[config.mk]
export PLATFORM = sky130hd
export DESIGN_NAME = cq_spi_master
export DESIGN_NICKNAME = d
export VERILOG_FILES = /design/src/rtl/cqspi_pkg.sv /design/src/rtl/cqspi_fifo.sv /design/src/rtl/cqspi_engine.sv /design/src/rtl/cq_spi_master.sv
export SDC_FILE = /design/constraint.sdc
export NUM_CORES = 2
export LEC_CHECK = 0
export BUFFER_PORTS_ARGS = -buffer_cell sky130_fd_sc_hd__buf_2
export CORE_MARGIN = 4
export CORE_UTILIZATION = 25
export CTS_CLUSTER_SIZE = 8
export DETAILED_ROUTE_END_ITERATION = 16
export HOLD_SLACK_MARGIN = 0.05
export PLACE_DENSITY = 0.38
export SYNTH_ARGS = -nofsm -noshare
export SYNTH_HDL_FRONTEND = slang
export SYNTH_SLANG_ARGS = --single-unit
[constraint.sdc]
create_clock -name clk -period 6.7 [get_ports clk]
set_clock_uncertainty 0.1 [all_clocks]
set_input_delay 1.005 -clock clk [delete_from_list [all_inputs] [get_ports clk]]
set_output_delay 1.005 -clock clk [all_outputs]
set_load 0.02 [all_outputs]
[src/rtl/cqspi_pkg.sv]
package cqspi_pkg;

    localparam int WORD_W = 32;
    localparam int LEN_W  = 17;

    localparam logic [2:0] REG_CFG  = 3'd0;
    localparam logic [2:0] REG_EN   = 3'd1;
    localparam logic [2:0] REG_CMD  = 3'd2;
    localparam logic [2:0] REG_TXD  = 3'd3;
    localparam logic [2:0] REG_STAT = 3'd4;

    localparam int ST_OVF_CMD = 0;
    localparam int ST_OVF_TX  = 1;
    localparam int ST_TX_NF   = 2;
    localparam int ST_TX_FULL = 3;
    localparam int ST_RX_NE   = 4;
    localparam int ST_OVF_RX  = 5;
    localparam int ST_BUSY    = 6;
    localparam int ST_CMD_MT  = 7;

    typedef struct packed {
        logic [7:0] imm;
        logic       xfer;
        logic       expo;
        logic       cs_on;
        logic       tx;
        logic       rx;
    } cmd_t;

    typedef struct packed {
        logic       cpha;
        logic       cpol;
        logic [2:0] div;
    } cfg_t;

    typedef enum logic [1:0] {ENG_IDLE, ENG_HOLD, ENG_FETCH, ENG_SHIFT} eng_state_e;
    typedef enum logic [1:0] {SRC_IMM, SRC_FIFO, SRC_ONES} src_e;

    function automatic logic [LEN_W-1:0] entry_len(input logic expo, input logic [7:0] imm);
        return expo ? (LEN_W'(1) << imm) : LEN_W'(imm);
    endfunction

endpackage

[src/rtl/cqspi_fifo.sv]
module cqspi_fifo #(
    parameter int W     = 32,
    parameter int DEPTH = 16
) (
    input  logic         clk,
    input  logic         rst,
    input  logic         push,
    input  logic [W-1:0] wdata,
    input  logic         pop,
    output logic [W-1:0] rdata,
    output logic         empty,
    output logic         full
);
    localparam int AW = $clog2(DEPTH);

    logic [W-1:0]  mem [DEPTH];
    logic [AW-1:0] wp, rp;
    logic [AW:0]   cnt;
    logic          do_push, do_pop;

    assign empty   = (cnt == '0);
    assign full    = (cnt == (AW+1)'(DEPTH));
    assign do_push = push && !full;
    assign do_pop  = pop && !empty;
    assign rdata   = mem[rp];

    always_ff @(posedge clk) begin
        if (do_push) mem[wp] <= wdata;
    end

    always_ff @(posedge clk) begin
        if (rst) begin
            wp  <= '0;
            rp  <= '0;
            cnt <= '0;
        end else begin
            if (do_push) wp <= wp + 1'b1;
            if (do_pop)  rp <= rp + 1'b1;
            cnt <= cnt + (AW+1)'(do_push) - (AW+1)'(do_pop);
        end
    end
endmodule

[src/rtl/cqspi_engine.sv]
module cqspi_engine
    import cqspi_pkg::*;
(
    input  logic              clk,
    input  logic              rst,
    input  logic              en,
    input  cfg_t              cfg,
    input  logic              cmd_valid,
    input  cmd_t              cmd,
    output logic              cmd_pop,
    input  logic              tx_valid,
    input  logic [WORD_W-1:0] tx_word,
    output logic              tx_pop,
    output logic              rx_push,
    output logic [WORD_W-1:0] rx_word,
    output logic              busy,
    output logic              sclk,
    output logic              cs_n,
    output logic              mosi,
    input  logic              miso
);
    eng_state_e        state;
    src_e              src;
    logic [7:0]        div_cnt, half_m1, imm_q, sh, rsh, cur_byte, rx_byte;
    logic [8:0]        hold_cnt;
    logic [3:0]        ph;
    logic [LEN_W-1:0]  remain, new_len;
    logic [1:0]        tx_idx, rx_idx;
    logic [WORD_W-1:0] txw, rxw, rxw_ins;
    logic              lvl, rx_en, tick, need_word, fetch_go;

    assign half_m1   = (8'd1 << cfg.div) - 8'd1;
    assign tick      = en && (state == ENG_HOLD || state == ENG_SHIFT) && (div_cnt == half_m1);
    assign cmd_pop   = en && (state == ENG_IDLE) && cmd_valid;
    assign need_word = (src == SRC_FIFO) && (tx_idx == 2'd0);
    assign tx_pop    = en && (state == ENG_FETCH) && need_word && tx_valid;
    assign fetch_go  = en && (state == ENG_FETCH) && (!need_word || tx_valid);
    assign new_len   = entry_len(cmd.expo, cmd.imm);
    assign rx_byte   = cfg.cpha ? {rsh[6:0], miso} : rsh;
    assign rxw_ins   = rxw | (WORD_W'(rx_byte) << {rx_idx, 3'b000});
    assign busy      = (state != ENG_IDLE);
    assign sclk      = cfg.cpol ^ lvl;

    always_comb begin
        unique case (src)
            SRC_IMM:  cur_byte = imm_q;
            SRC_FIFO: cur_byte = need_word ? tx_word[7:0] : txw[{tx_idx, 3'b000} +: 8];
            default:  cur_byte = 8'hFF;
        endcase
    end

    always_ff @(posedge clk) begin
        if (rst) begin
            state    <= ENG_IDLE;
            src      <= SRC_ONES;
            div_cnt  <= '0;
            imm_q    <= '0;
            sh       <= '0;
            rsh      <= '0;
            hold_cnt <= '0;
            ph       <= '0;
            remain   <= '0;
            tx_idx   <= '0;
            rx_idx   <= '0;
            txw      <= '0;
            rxw      <= '0;
            rx_word  <= '0;
            rx_push  <= 1'b0;
            rx_en    <= 1'b0;
            lvl      <= 1'b0;
            cs_n     <= 1'b1;
            mosi     <= 1'b1;
        end else begin
            rx_push <= 1'b0;
            unique case (state)
                ENG_IDLE: if (cmd_pop) begin
                    tx_idx  <= '0;
                    rx_idx  <= '0;
                    rxw     <= '0;
                    div_cnt <= '0;
                    if (!cmd.tx && !cmd.rx) begin
                        cs_n     <= ~cmd.cs_on;
                        hold_cnt <= {cmd.imm, 1'b0};
                        if (cmd.imm != 8'd0) state <= ENG_HOLD;
                    end else if (!cmd.xfer) begin
                        if (cmd.tx) begin
                            src    <= SRC_IMM;
                            imm_q  <= cmd.imm;
                            remain <= LEN_W'(1);
                            rx_en  <= 1'b0;
                            state  <= ENG_FETCH;
                        end
                    end else if (new_len != '0) begin
                        src    <= cmd.tx ? SRC_FIFO : SRC_ONES;
                        remain <= new_len;
                        rx_en  <= cmd.rx;
                        state  <= ENG_FETCH;
                    end
                end
                ENG_HOLD: if (en) begin
                    if (tick) begin
                        div_cnt  <= '0;
                        hold_cnt <= hold_cnt - 1'b1;
                        if (hold_cnt == 9'd1) state <= ENG_IDLE;
                    end else begin
                        div_cnt <= div_cnt + 1'b1;
                    end
                end
                ENG_FETCH: if (fetch_go) begin
                    if (src == SRC_FIFO) begin
                        if (need_word) txw <= tx_word;
                        tx_idx <= tx_idx + 1'b1;
                    end
                    if (cfg.cpha) begin
                        sh <= cur_byte;
                    end else begin
                        mosi <= cur_byte[7];
                        sh   <= {cur_byte[6:0], 1'b0};
                    end
                    ph      <= '0;
                    div_cnt <= '0;
                    lvl     <= 1'b0;
                    state   <= ENG_SHIFT;
                end
                ENG_SHIFT: if (en) begin
                    if (tick) begin
                        div_cnt <= '0;
                        lvl     <= ~lvl;
                        ph      <= ph + 1'b1;
                        if (!ph[0]) begin
                            if (cfg.cpha) begin
                                mosi <= sh[7];
                                sh   <= {sh[6:0], 1'b0};
                            end else begin
                                rsh <= {rsh[6:0], miso};
                            end
                        end else begin
                            if (cfg.cpha) begin
                                rsh <= {rsh[6:0], miso};
                            end else if (ph != 4'd15) begin
                                mosi <= sh[7];
                                sh   <= {sh[6:0], 1'b0};
                            end
                        end
                        if (ph == 4'd15) begin
                            remain <= remain - 1'b1;
                            if (rx_en) begin
                                rx_idx <= rx_idx + 1'b1;
                                if (rx_idx == 2'd3 || remain == LEN_W'(1)) begin
                                    rx_push <= 1'b1;
                                    rx_word <= rxw_ins;
                                    rxw     <= '0;
                                end else begin
                                    rxw <= rxw_ins;
                                end
                            end
                            state <= (remain == LEN_W'(1)) ? ENG_IDLE : ENG_FETCH;
                        end
                    end else begin
                        div_cnt <= div_cnt + 1'b1;
                    end
                end
                default: state <= ENG_IDLE;
            endcase
        end
    end
endmodule

[src/rtl/cq_spi_master.sv]
module cq_spi_master
    import cqspi_pkg::*;
#(
    parameter int CMD_DEPTH  = 16,
    parameter int DATA_DEPTH = 16
) (
    input  logic              clk,
    input  logic              rst,
    input  logic              reg_wr,
    input  logic [2:0]        reg_addr,
    input  logic [WORD_W-1:0] reg_wdata,
    input  logic              rx_pop,
    output logic [WORD_W-1:0] rx_data,
    output logic [7:0]        status,
    output logic              sclk,
    output logic              cs_n,
    output logic              mosi,
    input  logic              miso
);
    localparam int CMD_W = $bits(cmd_t);

    cfg_t              cfg_q;
    logic              en_q, ovf_cmd, ovf_tx, ovf_rx, busy;
    cmd_t              cmd_in, cmd_head;
    logic [CMD_W-1:0]  cmd_raw;
    logic              cmd_push, cmd_pop, cmd_empty, cmd_full;
    logic              tx_push, tx_pop, tx_empty, tx_full;
    logic              rx_push, rx_empty, rx_full;
    logic [WORD_W-1:0] tx_word, rx_word;
    logic              stat_clr;

    assign cmd_in   = '{imm: reg_wdata[7:0], xfer: reg_wdata[8], expo: reg_wdata[9],
                        cs_on: reg_wdata[12], tx: reg_wdata[16], rx: reg_wdata[17]};
    assign cmd_push = reg_wr && (reg_addr == REG_CMD);
    assign tx_push  = reg_wr && (reg_addr == REG_TXD);
    assign stat_clr = reg_wr && (reg_addr == REG_STAT);
    assign cmd_head = cmd_t'(cmd_raw);

    always_ff @(posedge clk) begin
        if (rst) begin
            cfg_q   <= '0;
            en_q    <= 1'b0;
            ovf_cmd <= 1'b0;
            ovf_tx  <= 1'b0;
            ovf_rx  <= 1'b0;
        end else begin
            if (reg_wr && reg_addr == REG_CFG)
                cfg_q <= '{cpha: reg_wdata[2], cpol: reg_wdata[1], div: reg_wdata[5:3]};
            if (reg_wr && reg_addr == REG_EN)
                en_q <= reg_wdata[0];
            ovf_cmd <= (ovf_cmd && !(stat_clr && reg_wdata[ST_OVF_CMD])) || (cmd_push && cmd_full);
            ovf_tx  <= (ovf_tx  && !(stat_clr && reg_wdata[ST_OVF_TX]))  || (tx_push && tx_full);
            ovf_rx  <= (ovf_rx  && !(stat_clr && reg_wdata[ST_OVF_RX]))  || (rx_push && rx_full);
        end
    end

    assign status = {cmd_empty, busy, ovf_rx, !rx_empty, tx_full, !tx_full, ovf_tx, ovf_cmd};

    cqspi_fifo #(.W(CMD_W), .DEPTH(CMD_DEPTH)) u_cmdq (
        .clk(clk), .rst(rst), .push(cmd_push), .wdata(cmd_in), .pop(cmd_pop),
        .rdata(cmd_raw), .empty(cmd_empty), .full(cmd_full));

    cqspi_fifo #(.W(WORD_W), .DEPTH(DATA_DEPTH)) u_txq (
        .clk(clk), .rst(rst), .push(tx_push), .wdata(reg_wdata), .pop(tx_pop),
        .rdata(tx_word), .empty(tx_empty), .full(tx_full));

    cqspi_fifo #(.W(WORD_W), .DEPTH(DATA_DEPTH)) u_rxq (
        .clk(clk), .rst(rst), .push(rx_push), .wdata(rx_word), .pop(rx_pop),
        .rdata(rx_data), .empty(rx_empty), .full(rx_full));

    cqspi_engine u_eng (
        .clk(clk), .rst(rst), .en(en_q), .cfg(cfg_q),
        .cmd_valid(!cmd_empty), .cmd(cmd_head), .cmd_pop(cmd_pop),
        .tx_valid(!tx_empty), .tx_word(tx_word), .tx_pop(tx_pop),
        .rx_push(rx_push), .rx_word(rx_word), .busy(busy),
        .sclk(sclk), .cs_n(cs_n), .mosi(mosi), .miso(miso));
endmodule

After elaboration in Yosys (flattened, before gate mapping)

Memory sizes are Yosys's and may differ from the RTL's. A register that Yosys moved wholly into a read port is not among the register bits.
Cells that the tools add are included.

Multiplexer cells: 102
Shift-type cells: 4
$add $sub $neg: 19
Reduce and logical (&&, ||, !) cells: 80
Equality and inequality tests: 41
Bitwise operators: 11

Operator list:

| cell                                                                 | number |
|---|---|
| 32-bit 2-to-1 mux                                                    | 6 |
| 17-bit 2-to-1 mux                                                    | 9 |
| 8-bit 2-to-1 mux                                                     | 16 |
| 32-bit one-hot mux with 2 select lines                               | 1 |
| 2-bit 2-to-1 mux                                                     | 25 |
| 4-bit 2-to-1 mux                                                     | 9 |
| 9-bit 2-to-1 mux                                                     | 4 |
| 17-bit one-hot mux with 2 select lines                               | 1 |
| 32-bit OR                                                            | 1 |
| 8-bit one-hot mux with 2 select lines                                | 2 |
| 32-bit by 6-bit indexed part select with 8-bit output                | 1 |
| 8-bit by 5-bit << shifter with 32-bit output                         | 1 |
| 1-bit logical AND                                                    | 30 |
| 4-bit by 1-bit adder with 4-bit output, second input constant        | 7 |
| 8-bit one-hot mux with 3 select lines                                | 1 |
| 1-bit 2-to-1 mux                                                     | 21 |
| 2-bit != test, second input constant                                 | 9 |
| 9-bit one-hot mux with 2 select lines                                | 1 |
| 17-bit by 1-bit == test with 1-bit output, second input constant     | 1 |
| 17-bit nonzero test                                                  | 1 |
| 1-bit by 8-bit << shifter with 17-bit output, first input constant   | 1 |
| 17-bit by 1-bit subtractor with 17-bit output, second input constant | 1 |
| 4-bit AND reduction                                                  | 4 |
| 8-bit AND reduction                                                  | 2 |
| other kinds (42)                                                     | 102 |

Input port bits: 40
Bits in registers: 219
Memories: 3
Output and inout port bits: 43
Memory bits (writable): 1232

Memories:

| memory     | depth | width | read ports | clocked after memory_dff | wr ports | line             | text |
|---|---|---|---|---|---|---|---|
| u_rxq.mem  | 16    | 32    | 1          | 1                        | 1        | cqspi_fifo.sv:16 | `logic [W-1:0] mem [DEPTH];` |
| u_txq.mem  | 16    | 32    | 1          | 1                        | 1        | cqspi_fifo.sv:16 |  |
| u_cmdq.mem | 16    | 13    | 1          | 1                        | 1        | cqspi_fifo.sv:16 |  |

Logic depth before layout (Yosys ltp)

Depth after elaboration: 9
Gate-level depth with buffers: 19
Depth with buffers taken out: 15

Modules after synthesis

A second synthesis with hierarchy kept.

Cells, all modules: 3436
Area total of the unflattened synthesis: 58501.1 um2

By module, submodules not included:

| module                  | area each (um2) | cells an instance | instances |
|---|---|---|---|
| cqspi_fifo at u_rxq ... | 20017.9         | 893               | 2 |
| cqspi_engine            | 9232.6          | 1171              | 1 |
| cqspi_fifo at u_cmdq    | 8782.2          | 430               | 1 |
| cq_spi_master           | 450.4           | 49                | 1 |

Least setup slack after synthesis

Ideal clock, no wire load.

Kind: input-to-reg
Start point: input reg_wr
End point: memory u_txq.mem[3][0], enable pin
Path buffers: 0
Path slack: 1.692 ns
Required time: 6.139 ns
Cell stages on the path: 5
Arrival time: 4.447 ns
Cells stage by stage: nor2b_1 > nand2_1 > nor3b_1 > nand2_1 > nor3_1

Word-level cells in the longest chain between the ends: 4

RTL lines:

| item                                   | line                | text |
|---|---|---|
| from (decl)                            | cq_spi_master.sv:9  | `input logic reg_wr,` |
| 1-bit logical AND                      | cq_spi_master.sv:35 | `assign tx_push = reg_wr && (reg_addr == REG_TXD);` |
| 1-bit logical AND                      | cqspi_fifo.sv:23    | `assign do_push = push && !full;` |
| via u_txq.do_push                      | cqspi_fifo.sv:19    | `logic do_push, do_pop;` |
| 1-bit 2-to-1 mux                       | cqspi_fifo.sv:28    | `if (do_push) mem[wp] <= wdata;` |
| 1-bit 2-to-1 mux (not written as such) | cqspi_fifo.sv:28    |  |
| to (decl)                              | cqspi_fifo.sv:16    |  |

The timed path passes the listed nets, and every way through them passes these cells.

==> flow_summary.yaml <==
status:
  outcome: "completed"
timing:
  slew_headroom_pct: 21.6
  fin_crit_sh_pct: 71.2
  period_minus_slack_ns: 4.77
  worst_pin_slew_ns: 1.17
  finalHoldViolCount: 0
  max_freq_ghz: 0.210
  tns_ns: 0
  rsz0062_at_grt: "no"
  finalMaxSlewViolations: 0
  setup_violations: 0
logic_synthesis:
  synth_area_leaders: "edfxtp_1, mux4_2, dfxtp_1"
  synth_compound_area_share_pct: 3.35
  yosys.area_share.simple_pct: 4.95
  synthAdderAreaFrac_pct: 1.02
  syn_area_um2: 57600
  ys_dominant_reg_cell: "edfxtp_1"
  synthDistinctLibCells: 80
  syn_nets: 3213
  synth_edf_count: 1232
  yosysTopAreaCell: "edfxtp_1"
  ys_seq_area_share_pct: 72.3
  ys_seq_elements: 1463
  synth_common_cells: "edfxtp_1, mux4_2, nor2_1"
  synthXorXnorAreaFrac_pct: 0.700
  synth_warnings: 0
  postSynth.asyncResetShare_pct: 0
  syn_inst: 3128
  synthMostInstantiatedCell: "edfxtp_1"
  synth_top_family_by_area: "multiplexers"
  synthDominantCellAreaShare_pct: 64.3
  synthMuxAreaShare_pct: 15.9
  syn_area_per_cell_um2: 18.4
routing:
  drt-total-wl_um: 155000
  drt-initial-drc-count: 1960
  vias: 28900
  vias_per_cell: 4.52
  first_pass_iters: 5
  routedWlPerCell_um: 24.2
  drc: 0
  postRouteAntennaNets: 0
worst_setup_path:
  path_max_fanout: 29
  worst_setup_path_start_kind: "flop"
  arrival_ns: 3.67
  cp.required_ns: 5.59
  worstSetupPathType: "reg2out"
  endpoint_kind: "output pin"
global_routing:
  grt_overflow_total: 0
  gr-usage-met3_pct: 2.41
  grt_use_met1_pct: 17.6
  use_met2_pct: 21.1
  grt_max_degree: 75
  grt_pass1_vias: 30800
  antenna_found_initial: 16
  grt_usage_pct: 13.0
  busiest_layer: "met2"
  grt_pass1_wl_um: 225000
floorplanning:
  fp.dieW_um: 488
  initial_core_util_pct: 25.2
  rows: 175
  die-area_um2: 238000
  num_io_pins: 83
  fp.dieH_um: 488
  core_um2: 228000
clock_tree:
  cts_setup_buffers: 0
  cts_tree: "done"
  cts-root-buf: "clkbuf_16"
  hold_buffers: 0
  cts.sinks: 1463
  clk_latency_ns: 0.85
  clockBufferDepth: 3
  htreeDepth: 4
  cts_resized: 0
  cts.clk_slew.worst_paths_ns: 0.05
  cts_buffers: 202
worst_hold_path:
  hp-class: "in2reg"
cells_and_area:
  final_area_um2: 67500
  layout-drive-gt1-share_pct: 25.8
  area_growth_pct: 17.2
  final_nets: 3407
power_and_ir_drop:
  vdd_drop_max_uv: 260
  leakage_nw: 20.8
  power_density_nw_per_um2: 310
placement:
  dpl.hpwl_um: 85200
  gp_congestion: 0.703
  portBuffers: 82
  placed_area_um2: 61900
run:
  maxCapViolCount: 0
## final cells by class
| cell class | count | area (um^2) |
|---|---|---|
| diodes | 5 | 12.5 |
| clock buffers | 255 | 5290 |
| clock inverters | 17 | 335 |
| fillers | 22400 | 161000 |
| inverters | 58 | 218 |
| multi-input cells | 1431 | 15100 |
| flip-flops and latches | 1463 | 41600 |
| well taps | 3009 | 3760 |
| repair buffers | 166 | 1070 |
## worst paths after layout
path         slack (ns)               from  depth (start not counted)                      endpoint
min                0.34               miso                          3     u_eng.rsh[0]$_SDFFE_PP0P_
max                1.93               flop                          4                    rx_data[6]
max reg2reg        2.20               flop                         10  u_eng.remain[0]$_SDFFE_PP0P_
min reg2reg        0.35  ovf_tx$_SDFF_PP0_                          2             ovf_tx$_SDFF_PP0_
## sequential cells by signal, indices dropped and copies added (netlist names), 4 cells and up, named ones only
| name | count |
|---|---|
| u_cmdq.rp | 4 |
| u_eng.ph | 4 |
| u_eng.hold_cnt | 9 |
| u_txq.cnt | 5 |
| u_cmdq.mem | 208 |
| cfg_q | 5 |
| u_txq.rp | 4 |
| u_txq.mem | 512 |
| u_eng.remain | 17 |
| u_rxq.mem | 512 |
| u_eng.rx_word | 32 |
| u_rxq.cnt | 5 |
| u_rxq.rp | 4 |
| u_rxq.wp | 4 |
| u_eng.div_cnt | 8 |
| u_eng.sh | 8 |
| u_eng.imm_q | 8 |
| u_eng.rsh | 8 |
| u_eng.txw | 32 |
| u_cmdq.wp | 4 |
| u_txq.wp | 4 |
| u_eng.rxw | 32 |
| u_cmdq.cnt | 5 |
## cell usage in the layout, fill, tap and decap left out, types with 15 or more instances in the layout
cell	count
mux2i_1	40
clkbuf_1	51
nand4_1	16
a211oi_1	38
nor2_1	221
a21oi_1	149
buf_4	82
nor2b_1	20
nor2_4	18
nand3_1	23
mux4_2	384
buf_2	81
edfxtp_1	1232
ha_1	42
xor2_1	32
nor3_2	15
o21ai_0	27
dfxtp_1	221
inv_1	57
nor3_1	29
clkbuf_16	203
nand2_1	163
## logic make-up after synthesis
| kind of cell | after synthesis |
|---|---|
| adders and majority gates | 45 |
| and+or+nand+nor | 607 |
| DFF | 1463 |
| buffers and inverters | 234 |
| xor gates and xnor gates | 46 |
| AOI/OAI and AO/OA | 299 |
| muxes | 434 |
## where the power goes
| part | total (mW) | switching (mW) | internal [mW] |
|---|---|---|---|
| clock | 9.30 | 3.81 | 5.49 |
| sequential | 9.99 | 0.125 | 9.86 |
| combinational | 1.66 | 0.845 | 0.817 |
## critical path: stages, from the launching register on
cell	delay, ns
dfxtp_4	0.76
buf_4	0.65
mux4_2	0.59
mux4_2	0.58
buf_2	0.21
## per-stage QoR
stage	worst slack, ns	cells	total power [mW]	hold WS [ns]	utilization (%)
after floorplan	1.69	3128	11.3	0.333	-
after global placement	1.93	6127	11.9	0.345	27.1
after detailed placement	1.95	6127	11.9	0.349	27.1
after CTS	1.71	6399	21.4	0.238	29.6
after global routing	1.63	6400	21.9	0.295	29.6
final	1.93	6404	21.0	0.342	29.6
## layer usage
metal | vias up | wire [um] | part of all wire (%)
met5 | - | 28 | 0.018
met4 | 6 | 3920 | 2.5
met3 | 261 | 5930 | 3.8
met2 | 574 | 74000 | 48
met1 | 15300 | 70800 | 46
li1 | 12800 | - | -
(Power assumes the default switching activity.)
